$ cat config.mk
export PLATFORM = sky130hd
export DESIGN_NAME = seq_divider
export DESIGN_NICKNAME = d
export VERILOG_FILES = /design/src/rtl/div_pkg.sv /design/src/rtl/div_sign_prep.sv /design/src/rtl/div_core.sv /design/src/rtl/div_sign_fix.sv /design/src/rtl/seq_divider.sv
export SDC_FILE = /design/constraint.sdc
export NUM_CORES = 1
export LEC_CHECK = 0
export ABC_AREA = 1
export BUFFER_PORTS_ARGS = -buffer_cell sky130_fd_sc_hd__buf_2
export CAP_MARGIN = 20
export CORE_MARGIN = 5
export CORE_UTILIZATION = 50
export DETAILED_ROUTE_END_ITERATION = 8
export GPL_ROUTABILITY_DRIVEN = 0
export PLACE_DENSITY = 0.78
export SLEW_MARGIN = 5
export SYNTH_ARGS = -nofsm -noshare
export SYNTH_HDL_FRONTEND = slang
export SYNTH_SLANG_ARGS = --single-unit
$ cat constraint.sdc
create_clock -name clk -period 2.8 [get_ports clk]
set_clock_uncertainty 0.2 [all_clocks]
set_input_delay 0.56 -clock clk [delete_from_list [all_inputs] [get_ports clk]]
set_output_delay 0.56 -clock clk [all_outputs]
set_load 0.01 [all_outputs]
$ cat src/rtl/div_pkg.sv
package div_pkg;
  typedef enum logic [1:0] {
    ST_IDLE,
    ST_RUN,
    ST_FIX
  } div_state_t;
endpackage

$ cat src/rtl/div_sign_prep.sv
// Converts the operands to magnitudes and reports their signs.
module div_sign_prep #(
  parameter int W = 32
) (
  input  logic [W-1:0] op_a,
  input  logic [W-1:0] op_b,
  input  logic         use_sign,
  output logic [W-1:0] mag_a,
  output logic [W-1:0] mag_b,
  output logic         neg_a,
  output logic         neg_b
);
  always_comb begin
    neg_a = use_sign & op_a[W-1];
    neg_b = use_sign & op_b[W-1];
    mag_a = neg_a ? (~op_a + 1'b1) : op_a;
    mag_b = neg_b ? (~op_b + 1'b1) : op_b;
  end
endmodule

$ cat src/rtl/div_core.sv
// Restoring divider core: shift first, then try to subtract from the upper half.
module div_core #(
  parameter int W = 32
) (
  input  logic         clk,
  input  logic         rst_n,
  input  logic         load,
  input  logic [W-1:0] dvd_mag,
  input  logic [W-1:0] dsr_mag,
  output logic         busy,
  output logic         finish,
  output logic [W-1:0] quo_mag,
  output logic [W-1:0] rem_mag
);
  import div_pkg::*;

  localparam int CW = (W > 1) ? $clog2(W) : 1;
  localparam int AW = 2 * W + 1;

  div_state_t      state;
  logic [AW-1:0]   acc;
  logic [W-1:0]    dsr;
  logic [CW-1:0]   cnt;
  logic            fits;
  logic [W-1:0]    diff;
  logic [AW-1:0]   acc_nxt;

  always_comb begin
    fits = acc[2*W] | (acc[2*W-1:W] >= dsr);
    diff = acc[2*W-1:W] - dsr;
    if (fits) acc_nxt = {diff, acc[W-1:0], 1'b1};
    else      acc_nxt = {acc[2*W-1:0], 1'b0};
  end

  always_ff @(posedge clk) begin
    if (!rst_n) begin
      state <= ST_IDLE;
      acc   <= '0;
      dsr   <= '0;
      cnt   <= '0;
    end else begin
      case (state)
        ST_IDLE: if (load) begin
          acc   <= {{W{1'b0}}, dvd_mag, 1'b0};
          dsr   <= dsr_mag;
          cnt   <= '0;
          state <= ST_RUN;
        end
        ST_RUN: begin
          acc <= acc_nxt;
          cnt <= cnt + 1'b1;
          if (cnt == CW'(W - 1)) state <= ST_FIX;
        end
        default: state <= ST_IDLE;
      endcase
    end
  end

  assign busy    = (state != ST_IDLE);
  assign finish  = (state == ST_FIX);
  assign quo_mag = acc[W-1:0];
  assign rem_mag = acc[2*W:W+1];
endmodule

$ cat src/rtl/div_sign_fix.sv
// Applies the sign rules and the zero-divisor result.
module div_sign_fix #(
  parameter int W = 32
) (
  input  logic [W-1:0] quo_mag,
  input  logic [W-1:0] rem_mag,
  input  logic         flip_quo,
  input  logic         flip_rem,
  input  logic         zero_dsr,
  input  logic [W-1:0] raw_dvd,
  output logic [W-1:0] quo,
  output logic [W-1:0] rem
);
  always_comb begin
    if (zero_dsr) begin
      quo = '1;
      rem = raw_dvd;
    end else begin
      quo = flip_quo ? (~quo_mag + 1'b1) : quo_mag;
      rem = flip_rem ? (~rem_mag + 1'b1) : rem_mag;
    end
  end
endmodule

$ cat src/rtl/seq_divider.sv
module seq_divider #(
  parameter int WIDTH = 32
) (
  input  logic             clk,
  input  logic             rst_n,
  input  logic             in_valid,
  output logic             in_ready,
  input  logic [WIDTH-1:0] dividend,
  input  logic [WIDTH-1:0] divisor,
  input  logic             is_signed,
  output logic             done,
  output logic [WIDTH-1:0] hi,
  output logic [WIDTH-1:0] lo
);
  logic [WIDTH-1:0] mag_a, mag_b, quo_mag, rem_mag, quo, rem;
  logic             neg_a, neg_b, busy, finish, accept;
  logic             flip_quo_q, flip_rem_q, zero_dsr_q, signed_q;
  logic [WIDTH-1:0] dvd_q;

  assign in_ready = !busy;
  assign accept   = in_valid && in_ready;

  div_sign_prep #(.W(WIDTH)) u_prep (
    .op_a(dividend), .op_b(divisor), .use_sign(is_signed),
    .mag_a(mag_a), .mag_b(mag_b), .neg_a(neg_a), .neg_b(neg_b)
  );

  div_core #(.W(WIDTH)) u_core (
    .clk(clk), .rst_n(rst_n), .load(accept),
    .dvd_mag(mag_a), .dsr_mag(mag_b),
    .busy(busy), .finish(finish), .quo_mag(quo_mag), .rem_mag(rem_mag)
  );

  div_sign_fix #(.W(WIDTH)) u_fix (
    .quo_mag(quo_mag), .rem_mag(rem_mag),
    .flip_quo(flip_quo_q), .flip_rem(flip_rem_q),
    .zero_dsr(zero_dsr_q), .raw_dvd(dvd_q),
    .quo(quo), .rem(rem)
  );

  always_ff @(posedge clk) begin
    if (!rst_n) begin
      flip_quo_q <= 1'b0;
      flip_rem_q <= 1'b0;
      zero_dsr_q <= 1'b0;
      signed_q   <= 1'b0;
      dvd_q      <= '0;
      done       <= 1'b0;
      hi         <= '0;
      lo         <= '0;
    end else begin
      done <= finish;
      if (accept) begin
        flip_quo_q <= neg_a ^ neg_b;
        flip_rem_q <= neg_a;
        zero_dsr_q <= (divisor == '0);
        signed_q   <= is_signed;
        dvd_q      <= dividend;
      end
      if (finish) begin
        hi <= rem;
        lo <= quo;
      end
    end
  end
endmodule

# Word level (Yosys, flattened, before mapping)
# Index checks and enable logic that the tools add are counted.
[word_totals]
ff_bits = 204
latch_bits = 0
mem_bits_rw = 0
romBits = 0
inputBits = 68
output_inout_bits = 66
word_cells = 54
memories = 0
[classes]
addsub = 6
n_mul = 0
div_mod_pow = 0
magnitude_cmp = 1
eq_ne = 5
shift = 0
n_mux = 14
n_bitwise = 8
n_reduce_logical = 9
[ops]
columns = ["cell", "count"]
rows = [
  ["$mux W32", 6],
  ["$mux W65", 2],
  ["$pmux W65 S2", 1],
  ["$add A32 B1 Y32 const B", 4],
  ["$not A32 Y32", 4],
  ["$ge A32 B32 Y1", 1],
  ["$logic_not A32 Y1", 1],
  ["$sub A32 B32 Y32", 1],
  ["$pmux W5 S2", 1],
  ["$reduce_and A2 Y1", 3],
  ["$add A5 B1 Y5 const B", 1],
  ["$eq A5 B5 Y1 const B", 1],
  ["$mux W5", 1],
  ["$mux W2", 2],
  ["$pmux W2 S2", 1],
  ["$reduce_bool A2 Y1", 2],
  ["$and A1 B1 Y1", 2],
  ["$eq A2 B1 Y1 const B", 1],
  ["$eq A2 B2 Y1 const B", 1],
  ["$logic_not A2 Y1", 1],
  ["$ne A2 B1 Y1 const B", 1],
  ["$ne A2 B2 Y1 const B", 1],
  ["$logic_and A1 B1 Y1", 1],
  ["$logic_not A1 Y1", 1],
  ["other kinds (2)", 2],
]

# Logic depth before layout (Yosys ltp)
[logic_depth]
ltp_word = 5
depth_mapped = 17
ltp_nobuf = 16

# Hierarchy
# Synthesis repeated with hierarchy kept, for this count alone.
[hier_totals]
hier_cells = 2585
area_unflattened_um2 = 15553.7
[by_module_without_submodules]
columns = ["module", "n_inst", "cells_each", "area_each_um2", "seq_area_each_um2"]
rows = [
  ["div_core", 1, 1153, 7345.8, 2082.0],
  ["seq_divider", 1, 462, 3594.7, 2001.9],
  ["div_sign_fix", 1, 520, 2549.9, 0.0],
  ["div_sign_prep", 1, 450, 2063.2, 0.0],
]

# Least setup slack after synthesis
# OpenSTA, ideal clock, no wires.
[synth_timing]
path_kind = "register to register"
startpoint = "reg u_core.acc[32]"
endpoint = "reg u_core.acc[48]"
setup_time_ns = 0.067
t_arrival_ns = 1.984
t_required_ns = 2.533
slack_ns = 0.548
stages_incl_launch_ff = 17
path_buffers = 2
synth_period_minus_slack_ns = 2.252
path_cell_list = "dfxtp_1 > inv_1 > ha_1 > fa_1 > inv_1 > nand2_1 > nand2_1 > nand3_2 > nand2_2 > nand2_2 > nand3_2 > nand2_4 > buf_6 > buf_12 > nand3_2 > nand3_2 > a21oi_2"
[synth_via]
elab_chain_len = 4
[synth_rtl]
columns = ["element", "line", "source"]
rows = [
  ["from (decl)", "div_core.sv:21", "logic [AW-1:0] acc;"],
  ["from (signal assigned)", "div_core.sv:44", "acc <= {{W{1'b0}}, dvd_mag, 1'b0};"],
  ["from (signal assigned)", "div_core.sv:50", "acc <= acc_nxt;"],
  ["$ge A32 B32 Y1", "div_core.sv:29", "fits = acc[2*W] | (acc[2*W-1:W] >= dsr);"],
  ["$or A1 B1 Y1", "div_core.sv:29", ""],
  ["$mux W65 (*)", "div_core.sv:31", "if (fits) acc_nxt = {diff, acc[W-1:0], 1'b1};"],
  ["$pmux W65 S2 (*)", "div_core.sv:42", "case (state)"],
]
# Mark *: on every way between the ends. The rest lies on a longest branch, timed or not.
# A chain may end at the register's enable or synchronous reset.

# Worst setup path in the final report
[layout_timing]
startpoint = "reg u_core.acc[42]"
endpoint = "reg u_core.acc[50]"
# Same word-level chain as after synthesis.

==> run_results.csv <==
group,metric,value,unit
power,cellPowerDensity,1030,nW/um^2
critical_path,ff2ff_path_depth,13,
routing,dr.pass1.iters,8,
timing,post-route-period-util,94.7,%
critical_path,crit_top_cell,"nand2_1",
synthesis,yosys.area_share.simple,33.7,%
floorplanning,chipWidth,178,um
layout,fillCellCount,2699,
global_routing,grt_max_degree,81,
power,p_total,16500,uW
synthesis,synthesis.area,14200,sq um
floorplanning,dieArea,31800,sq um
timing,rsz0062_at_grt,"no",
critical_path,r2r_start,"u_core.acc[42]",
critical_path,critPathCaptureType,"flop",
routing,drc_errors,0,
flow_run,maxCapViolations,0,
synthesis,synth_edf_count,0,
synthesis,synth_top_family_by_area,"simple AND/OR/NAND/NOR gates",
critical_path,worstSetupPathType,"flop to flop",
routing,wl_per_cell,16.1,um
critical_path,crit_required,3.05,ns
timing,timing.final.ws_setup,0.148,ns
synthesis,synth_fa_ha_area_share,3.50,%
routing,vias_per_cell,5.56,
critical_path,r2r-end,"u_core.acc[50]",
place,dpl_worst_slack,0.235,ns
floorplanning,initial_core_util,50.8,%
place,portBuffers,133,
timing,slew_headroom,60.7,%
min_path,hold_depth,3,
synthesis,synthCells,2324,
layout,final_nets,2531,
cts,cts.hold.buffers_added,0,
synthesis,ys_ff_latch,204,
cts,cts.sinks,204,
place,dp_hpwl,34500,um
cts,cts_tree,"built",
global_routing,first_global_vias,14400,
timing,hold_viol_final,0,
routing,antenna_left,0,
min_path,hold_end,"u_core.dsr[11]",
routing,wirelength,45200,um
cts,clk_pin_slew,0.07,ns
power,power.leakage,0.00818,uW
synthesis,synth_fp_nets,2431,
timing,worst_pin_slew,0.587,ns
timing,setup_viol,0,
layout,synthToLayoutAreaGrowth,13.6,%
floorplanning,die_height,178,um
synthesis,synth_compound_area_share,16.9,%
layout,drive_gt1_share,11.0,%
floorplanning,coreArea,27900,sq um
critical_path,startpoint_type,"flop",
cts,cts_resized,0,
synthesis,avgSynthCellArea,6.09,sq um
synthesis,synth_flop_cell,"dfxtp_1",
layout,layout_commonest_cell,"nand2_1",
synthesis,muxShareOfSynthArea,0,%
cts,numCtsBuffers,24,
critical_path,crit_arrival,2.90,ns
synthesis,ys_warn_count,0,
timing,period_minus_slack,2.65,ns
min_path,min_from,"divisor[11]",
critical_path,cp_slowest_stage_delay,0.49,ns
routing,vias,15700,
floorplanning,rows,61,
critical_path,rrSetupSlack,0.15,ns
synthesis,async_flop_share,0,%
timing,drv_slew,0,
layout,final_cell_mix,"nand2_1, inv_1, nor2_1, dfxtp_1, nand3_1",
cts,cts-root-to-sink-buffers,3,
cts,cts-root-buf,"clkbuf_16",
timing,max_freq,377,MHz
cts,htree_levels,1,
global_routing,globalRouteOverflowTotal,0,
critical_path,crit_path_top_delay_cell,"dfxtp_1",
synthesis,ys_seq_area_share,28.8,%
run_status,outcome,"finished, final reports clean",
routing,first_iter_violations,1698,
layout,diodes,0,
floorplanning,num_io_pins,134,
global_routing,antenna_found_initial,2,
critical_path,crit_fanout,16,
cts,clock_latency,0.52,ns
critical_path,worstPathCellList,"ha_1, nand2_2, inv_1, nand2_1, nand2_1, a21oi_1, nand3_2, nand2_4, nand2_4, buf_4, nand2_1, nand3_1, a21oi_1",
timing,fin_tns_setup,0,ns
synthesis,synth_xor_area_share,3.90,%
min_path,hp-class,"input pin to flop",
synthesis,yosysUniqueCellTypes,46,
power,max-vdd-ir-drop,0.602,mV
global_routing,grt_usage,27.6,%
global_routing,grt_pass1_wl,72100,um
-- final cells by class --
| class | instances | area (sq um) | area share (%) |
|---|---|---|---|
| tap | 378 | 473 | 2.94 |
| sequential | 204 | 4080 | 25.4 |
| timing repair buffer | 170 | 1010 | 6.26 |
| multi-input combinational | 1643 | 8220 | 51.1 |
| clock inverter | 15 | 204 | 1.27 |
| inverter | 381 | 1430 | 8.91 |
| clock buffer | 28 | 657 | 4.08 |
-- kinds of logic after synthesis --
logic type | count (synthesis)
buf+inv | 477
compound gates | 421
xor+xnor | 63
fa+ha+maj | 39
simple gates | 1120
flops | 204
-- registers in the layout, summed over array words and instances (netlist names) --
name and flops:
u_core.dsr 32, done 1, flip_quo_q 1, flip_rem_q 1, u_core.state 2, lo 32, dvd_q 32, u_core.acc 65
u_core.cnt 5, hi 32, zero_dsr_q 1
-- routing by layer --
metal | vias to the layer above | global-route usage [%] | routed length, um
met1 | 7124 | 37.7 | 19100
met2 | 733 | 44.5 | 20200
li1 | 7676 | - | -
met4 | 4 | 10.8 | 1930
met3 | 128 | 3.71 | 3970
met5 | - | 0 | 26
-- worst max path at each step --
stage	cells after the start	start	end	slack, ns
final	13	u_core.acc[42]	u_core.acc[50]	0.15
after global routing	15	u_core.acc[33]	u_core.acc[61]	0.0007
after CTS	14	u_core.dsr[23]	u_core.acc[50]	0.19
after detailed placement	13	u_core.acc[55]	u_core.acc[54]	0.24
after global placement	14	dividend[1]	u_core.acc[31]	0.26
after floorplan	16	u_core.acc[32]	u_core.acc[48]	0.55
-- cell usage after synthesis, types with 9 or more instances --
| cell | number | area, sq um |
|---|---|---|
| nand2_1 | 613 | 2300 |
| inv_1 | 368 | 1380 |
| nor2_1 | 217 | 815 |
| dfxtp_1 | 204 | 4080 |
| nand3_1 | 185 | 926 |
| a21oi_1 | 172 | 861 |
| o21ai_0 | 128 | 641 |
| clkbuf_1 | 58 | 218 |
| xor2_1 | 45 | 394 |
| ha_1 | 38 | 475 |
| nand4_1 | 25 | 156 |
| nor3_1 | 25 | 125 |
| a31oi_1 | 23 | 144 |
| o221ai_1 | 20 | 175 |
| xnor2_1 | 18 | 158 |
| a22oi_1 | 17 | 128 |
| o211ai_1 | 17 | 128 |
| a211oi_1 | 15 | 113 |
| buf_1 | 15 | 56.3 |
| buf_2 | 14 | 70.1 |
| nand3_2 | 14 | 140 |
| o22ai_1 | 11 | 68.8 |
| inv_2 | 9 | 33.8 |
-- critical path, delay by kind of cell (launching register included) --
| kind | cells | cell delay (ns) |
|---|---|---|
| flops | 1 | 0.49 |
| simple gates | 8 | 0.87 |
| fa+ha+maj | 1 | 0.36 |
| compound gates | 2 | 0.38 |
| buf+inv | 2 | 0.26 |
-- power by group --
group,internal [uW],switching [uW],total (uW)
registers,3190,398,3590
logic,3290,6270,9550
clock network,2060,1310,3370
total,8540,7980,16500
-- stage by stage --
stage	utilization, %	hold slack [ns]	cells	cell area, sq um
after floorplan	-	0.227	2324	14200
after global placement	54.6	0.241	2775	15200
after detailed placement	54.6	0.251	2775	15200
after CTS	57.7	0.141	2818	16100
after global routing	57.7	0.156	2819	16100
final	57.7	0.154	2819	16100
-- timing repair --
action                                 CTS  global route
buffers inserted                         0             1
endpoints found under the hold margin    0             0
setup endpoints to repair                0             8
(Power assumes the default switching activity.)
